==> config.mk <==
export PLATFORM = sky130hd
export DESIGN_NAME = ipsig_ctrl
export DESIGN_NICKNAME = d
export VERILOG_FILES = /design/src/rtl/ipsig_pkg.sv /design/src/rtl/ipsig_op_decode.sv /design/src/rtl/ipsig_id_decode.sv /design/src/rtl/ipsig_first_slot.sv /design/src/rtl/ipsig_ctrl.sv
export SDC_FILE = /design/constraint.sdc
export NUM_CORES = 1
export LEC_CHECK = 0
export BUFFER_PORTS_ARGS = -buffer_cell sky130_fd_sc_hd__buf_2
export CORE_ASPECT_RATIO = 0.5
export CORE_MARGIN = 2
export CORE_UTILIZATION = 35
export DETAILED_ROUTE_END_ITERATION = 8
export PLACE_DENSITY = 0.55
export SYNTH_ARGS = -nofsm -noshare
export SYNTH_HDL_FRONTEND = slang
export SYNTH_SLANG_ARGS = --single-unit
==> constraint.sdc <==
create_clock -name clk -period 2.88 [get_ports clk]
set_input_delay 0.288 -clock clk [delete_from_list [all_inputs] [get_ports clk]]
set_output_delay 0.288 -clock clk [all_outputs]
set_load 0.05 [all_outputs]
==> src/rtl/ipsig_pkg.sv <==
package ipsig_pkg;

    // Register byte offsets
    localparam int OFF_RAISE   = 'h0C;
    localparam int OFF_RECV    = 'h10;
    localparam int OFF_ARM     = 'h14;
    localparam int OFF_DISARM  = 'h18;
    localparam int OFF_ACK     = 'h1C;

    // Identifier layout
    localparam int ID_W        = 32;
    localparam int HALF_W      = 16;
    localparam logic [ID_W-1:0] RECV_EMPTY = '1;

    typedef enum logic [2:0] {
        OP_NONE,
        OP_RAISE,
        OP_ARM,
        OP_DISARM,
        OP_ACK
    } wr_op_e;

endpackage

==> src/rtl/ipsig_op_decode.sv <==
module ipsig_op_decode
    import ipsig_pkg::*;
#(
    parameter int ADDR_W = 8
) (
    input  logic              wr_en,
    input  logic [ADDR_W-1:0] addr,
    output wr_op_e            op
);

    always_comb begin
        op = OP_NONE;
        if (wr_en) begin
            if (addr == ADDR_W'(OFF_RAISE))       op = OP_RAISE;
            else if (addr == ADDR_W'(OFF_ARM))    op = OP_ARM;
            else if (addr == ADDR_W'(OFF_DISARM)) op = OP_DISARM;
            else if (addr == ADDR_W'(OFF_ACK))    op = OP_ACK;
        end
    end

endmodule

==> src/rtl/ipsig_id_decode.sv <==
module ipsig_id_decode
    import ipsig_pkg::*;
#(
    parameter int NUM_CLIENTS = 8,
    parameter int NUM_SIGNALS = 4,
    localparam int NUM_SLOTS  = NUM_CLIENTS * NUM_SIGNALS
) (
    input  logic [ID_W-1:0]      id,
    output logic [NUM_SLOTS-1:0] slot_hit
);

    logic [HALF_W-1:0] client_num;
    logic [HALF_W-1:0] signal_num;

    assign client_num = id[ID_W-1:HALF_W];
    assign signal_num = id[HALF_W-1:0];

    // One comparator pair per slot; an out-of-table identifier hits nothing.
    for (genvar c = 0; c < NUM_CLIENTS; c++) begin : g_client
        for (genvar s = 0; s < NUM_SIGNALS; s++) begin : g_signal
            assign slot_hit[c*NUM_SIGNALS + s] =
                (client_num == HALF_W'(c)) && (signal_num == HALF_W'(s));
        end
    end

endmodule

==> src/rtl/ipsig_first_slot.sv <==
module ipsig_first_slot #(
    parameter int NUM_SLOTS = 32,
    localparam int IDX_W    = (NUM_SLOTS > 1) ? $clog2(NUM_SLOTS) : 1
) (
    input  logic [NUM_SLOTS-1:0] req,
    output logic                 any,
    output logic [IDX_W-1:0]     idx
);

    // Scan from the top down so the lowest set index is the last one kept.
    always_comb begin
        any = 1'b0;
        idx = '0;
        for (int i = NUM_SLOTS - 1; i >= 0; i--) begin
            if (req[i]) begin
                any = 1'b1;
                idx = IDX_W'(i);
            end
        end
    end

endmodule

==> src/rtl/ipsig_ctrl.sv <==
module ipsig_ctrl
    import ipsig_pkg::*;
#(
    parameter int NUM_CLIENTS = 8,
    parameter int NUM_SIGNALS = 4,
    parameter int ADDR_W      = 8
) (
    input  logic              clk,
    input  logic              rst_n,
    input  logic              wr_en,
    input  logic              rd_en,
    input  logic [ADDR_W-1:0] addr,
    input  logic [31:0]       wdata,
    output logic [31:0]       rdata,
    output logic              irq_o
);

    localparam int NUM_SLOTS = NUM_CLIENTS * NUM_SIGNALS;
    localparam int IDX_W     = (NUM_SLOTS > 1) ? $clog2(NUM_SLOTS) : 1;

    typedef struct packed {
        logic [NUM_SLOTS-1:0] pend;
        logic [NUM_SLOTS-1:0] en;
        logic                 irq;
        logic [ID_W-1:0]      rdata;
    } state_t;

    state_t st_d, st_q;

    wr_op_e               wr_op;
    logic [NUM_SLOTS-1:0] slot_hit;
    logic [NUM_SLOTS-1:0] live_vec;
    logic                 live_any;
    logic [IDX_W-1:0]     live_idx;
    logic [HALF_W-1:0]    rx_client;
    logic [HALF_W-1:0]    rx_signal;
    logic [NUM_SLOTS-1:0] pend_vec;
    logic [NUM_SLOTS-1:0] en_vec;

    ipsig_op_decode #(
        .ADDR_W (ADDR_W)
    ) u_op_dec (
        .wr_en (wr_en),
        .addr  (addr),
        .op    (wr_op)
    );

    ipsig_id_decode #(
        .NUM_CLIENTS (NUM_CLIENTS),
        .NUM_SIGNALS (NUM_SIGNALS)
    ) u_id_dec (
        .id       (wdata),
        .slot_hit (slot_hit)
    );

    assign live_vec = st_q.pend & st_q.en;

    ipsig_first_slot #(
        .NUM_SLOTS (NUM_SLOTS)
    ) u_first (
        .req (live_vec),
        .any (live_any),
        .idx (live_idx)
    );

    // Slot index back to the packed client/signal identifier
    assign rx_client = HALF_W'(32'(live_idx) / NUM_SIGNALS);
    assign rx_signal = HALF_W'(32'(live_idx) % NUM_SIGNALS);

    always_comb begin
        st_d = st_q;

        unique case (wr_op)
            OP_RAISE:  st_d.pend = st_q.pend | slot_hit;
            OP_ACK:    st_d.pend = st_q.pend & ~slot_hit;
            OP_ARM:    st_d.en   = st_q.en | slot_hit;
            OP_DISARM: st_d.en   = st_q.en & ~slot_hit;
            default:   ;
        endcase

        st_d.irq = |live_vec;

        if (rd_en) begin
            if (addr == ADDR_W'(OFF_RECV)) begin
                st_d.rdata = live_any ? {rx_client, rx_signal} : RECV_EMPTY;
            end else begin
                st_d.rdata = '0;
            end
        end
    end

    always_ff @(posedge clk) begin
        if (!rst_n) begin
            st_q <= '0;
        end else begin
            st_q <= st_d;
        end
    end

    assign rdata    = st_q.rdata;
    assign irq_o    = st_q.irq;
    assign pend_vec = st_q.pend;
    assign en_vec   = st_q.en;

endmodule

### After elaboration in Yosys (flattened, before gate mapping)

Index checks and enable logic that the tools add are counted.

| word-level totals | value |
|---|---|
| latch bits | 0 |
| register bits | 97 |
| output and inout bits | 33 |
| bits in writable memories | 0 |
| memory bits (read-only) | 0 |
| memories kept | 0 |

| operators by class | value |
|---|---|
| multiplexer cells | 73 |
| reduce and logical (&&, ||, !) cells | 37 |
| $lt $le $gt $ge | 0 |
| eq/ne operators | 19 |
| shift operators | 0 |
| bitwise logic cells | 6 |
| div/mod/pow operators | 0 |
| multiply operators | 0 |
| $add $sub $neg | 0 |

Operator list:

| cell | count |
|---|---|
| 5-bit two-way mux | 32 |
| 32-bit case mux with 2 select lines | 2 |
| 32-bit AND | 3 |
| 16-bit by 2-bit equality test with 1-bit output (second input constant) | 4 |
| 16-bit by 3-bit equality test with 1-bit output (second input constant) | 4 |
| 32-bit two-way mux | 2 |
| 32-bit OR | 2 |
| 16-bit by 1-bit equality test with 1-bit output (second input constant) | 2 |
| 8-bit by 5-bit equality test with 1-bit output (second input constant) | 4 |
| 1-bit logical AND | 32 |
| 16-bit logical NOT | 2 |
| 1-bit two-way mux | 32 |
| 32-bit inverter | 1 |
| 32-bit OR reduction | 1 |
| 3-bit two-way mux | 5 |
| 8-bit by 4-bit equality test with 1-bit output (second input constant) | 1 |
| 3-bit by 2-bit equality test with 1-bit output (second input constant) | 2 |
| 2-bit nonzero test | 2 |
| 3-bit by 1-bit equality test with 1-bit output (second input constant) | 1 |
| 3-bit equality test (second input constant) | 1 |

### Logic depth before layout (Yosys ltp)

| depth | value |
|---|---|
| depth in word-level cells | 35 |
| gate-level depth with buffers | 7 |
| depth with buffers taken out | 6 |

### Hierarchy

A second synthesis with hierarchy kept.

| second synthesis, totals | value |
|---|---|
| cells, all modules | 458 |
| area total of the unflattened synthesis | 3,895.0 um^2 |

Modules (own cells, without submodules):

| module | times used | cells an instance | area each (um^2) |
|---|---|---|---|
| ipsig_ctrl | 1 | 322 | 3,004.1 |
| ipsig_id_decode | 1 | 62 | 454.2 |
| ipsig_first_slot | 1 | 65 | 370.4 |
| ipsig_op_decode | 1 | 9 | 66.3 |

### Worst setup path after synthesis

No wires, ideal clock.

| timing | value |
|---|---|
| path kind | input to register |
| start point | input addr[0] |
| end point | register st_q, in the netlist rdata[1] |
| arrival time | 2,021 ps |
| data required time | 2,810 ps |
| stages on the path | 6 |
| path slack | 790 ps |
| path through | or4_1 -> or4b_4 -> a21oi_4 -> nand3_2 -> or3_1 -> a21oi_1 |

| on the way | value |
|---|---|
| cells in the longest elaborated chain, start to end | 2 |

Ends and longest elaborated chain:

| item | line | text |
|---|---|---|
| from (decl) | ipsig_ctrl.sv:12 | `input logic [ADDR_W-1:0] addr,` |
| 8-bit by 5-bit equality test with 1-bit output | ipsig_ctrl.sv:84 | `if (addr == ADDR_W'(OFF_RECV)) begin` |
| 32-bit two-way mux | ipsig_ctrl.sv:84 |  |
| to (signal assigned) | ipsig_ctrl.sv:96 | `st_q <= st_d;` |
| to (decl) | ipsig_ctrl.sv:28 | `state_t st_d, st_q;` |

Every way passes these cells.
A chain may end at the register's enable or synchronous reset.

==> metrics.cfg <==
[run_status]
status = completed

[cells_and_area]
fillers = 1050
antennaDiodeCount = 0
syn_to_final_growth_pct = 17.4
nets = 512
fin_cells = 611
drive_above_1_share_pct = 27.6

[worst_setup_path]
path_max_fanout = 4
critPathArrivalTime_ps = 2540
start_kind = flop
critPathKind = reg -> reg
end_kind = flop
crit_required_ps = 3150

[logic_synthesis]
synth_cell_types = 49
synth_area_leaders = dfxtp_1 (39%), o221a_2 (7.4%), o211ai_1 (7.2%), o31ai_1 (6.6%), buf_4 (5.4%)
synth_top_area_share_pct = 39.1
synthArstFlopShare_pct = 0
synth_flop_cell = dfxtp_1
synth-edff-count = 0
ys_warn_count = 0
syn-mean-instance-area_sq_um = 8.66
synth_commonest_cells = dfxtp_1 (71), nand2_1 (50), nor2_1 (43)
yosysMostFrequentCell = dfxtp_1
synth_largest_area_cell = dfxtp_1
seq_area_frac_synth_pct = 39.1
syn_inst = 420
synth_fp_nets = 464
syn_area_sq_um = 3640
ys_ff_latch = 71

[power]
peakVddDrop_v = 0.000248
p_leak_nw = 1.55
power.density_nw_per_um2 = 498

[timing]
rsz0062_at_grt = false
finalSetupViolCount = 0
fin_tns_setup_ps = 0
tightest_slew_ps = 628
worst_slack_ps = 608
slew_headroom_pct = 57.6
hold_viol = 0
final_max_slew_viol_count = 0
min_period_over_period_pct = 78.9
clock.fmax_ghz = 0.440
finalCriticalPeriod_ps = 2270
finClkSkew_ps = 6.31

[clock_network]
cts_resized = 0
cts_tree = built
insertion_delay_ps = 330
hold_buffers = 0
htree_levels = 3
cts_root_buf = clkbuf_16
clkTransAtPathRegs_ps = 50
clock_sinks = 71
cts_buffers = 9
clk_path_buf_depth = 2
cts_setup_buffers = 0

[drt]
antenna_left = 0
drt_iter0_drc = 222
drcViolationCount = 0
routedWlPerCell_um = 16.5
wl_mm = 10.1
dr_total_vias = 3467
route.detailed.vias_per_inst = 5.67
dr.pass1.iters = 5

[floorplanning]
pin_count = 77
core_sq_um = 10100
row_count = 26
start_util_pct = 35.8
die_area_sq_um = 11300
dieWidth_um = 148
die-height_um = 76.1

[placement]
dpl.hpwl_mm = 6.75
place_ws_ps = 553
gp_congestion = 0.769
place_inst = 597
port_buffers = 76

[grt]
grt-ovfl-total = 0
grt_pass1_vias = 3088
grt_pass1_wl_mm = 16.4
track_usage_pct = 18.5
grt_max_degree = 65
antenna_found_initial = 0

[min_path]
hp-class = in -> reg

[job]
drv_cap = 0

worst paths after layout:
kind / start / endpoint / slack, ps / cells after the start
setup / recovery: flop / rdata[0]$_SDFFE_PN0P_ / 610 / 6
hold / removal: rd_en / rdata[30]$_SDFFE_PN0P_ / 370 / 4
setup reg to reg: flop / rdata[0]$_SDFFE_PN0P_ / 610 / 6
hold reg to reg: flop / flop / 500 / 2
routing by layer:
metal  wire length (um)  global-route usage [%]  vias up
met5                  0                       0        -
met4                124                    5.62        0
met3                555                    4.37       11
met2               4410                    28.1      107
met1               5000                    26.0     1640
li1                   -                       -     1709
critical path, cell delays in order (launching register included):
cell	delay [ps]
dfxtp_1	330
a22oi_1	410
nand4_1	260
nor4b_1	650
and3_2	350
o21ai_0	100
nand3_1	120
placed cells by master, fill, tap and decap left out, drive strengths merged, types with 2 or more instances in the layout:
cell type | synthesis | layout
or4 | 2 | 2
o2bb2ai | 2 | 2
or2b | 2 | 2
dfxtp | 71 | 71
nor3 | 7 | 7
a22oi | 14 | 14
a31oi | 12 | 12
nand4 | 4 | 4
o21ai | 12 | 12
nand4b | 2 | 2
nand2 | 50 | 50
nand3b | 2 | 2
a22o | 3 | 3
a32oi | 4 | 4
a21o | 2 | 2
a32o | 2 | 2
nand3 | 7 | 7
o221a | 24 | 24
nand2b | 2 | 2
a21oi | 4 | 4
nor4 | 5 | 5
o211ai | 35 | 35
nor2 | 43 | 43
buf | 26 | 87
and3 | 3 | 3
o31ai | 32 | 32
a222oi | 3 | 3
or3 | 2 | 2
clkbuf | 24 | 14
inv | 5 | 5
area by class of cell:
class / count / area, sq um / share of cell area, %
clock buffer: 14 / 284 / 6.65
timing repair buffer: 87 / 463 / 10.8
sequential: 71 / 1420 / 33.3
tap: 140 / 175 / 4.10
multi-input combinational: 294 / 1910 / 44.6
inverter: 5 / 18.8 / 0.440
cells by family (layout without fill, tap and decap cells):
logic type      after synthesis  after routing  share of synthesized area (%)
buf+inv                      55            106                           8.64
xor+xnor                      1              1                          0.241
flops                        71             71                           39.1
simple gates                137            137                           17.7
compound gates              156            156                           34.3
through the flow:
stage | area, sq um | total power, mW | utilization (%) | hold WS (ps)
3_5_place_dp | 3980 | 1.08 | 39.3 | 483
3_3_place_gp | 3980 | 1.08 | 39.3 | 479
5_1_grt | 4270 | 2.19 | 42.0 | 426
4_1_cts | 4270 | 2.14 | 42.0 | 371
6_report | 4270 | 2.13 | 42.0 | 372
2_1_floorplan | 3640 | 1.04 | - | 459
where the power goes:
part	internal [mW]	switching [mW]
clock	0.668	0.397
combinational	0.0307	0.0485
sequential	0.983	0.000146
Note: power is estimated with default switching activity, not from simulation.
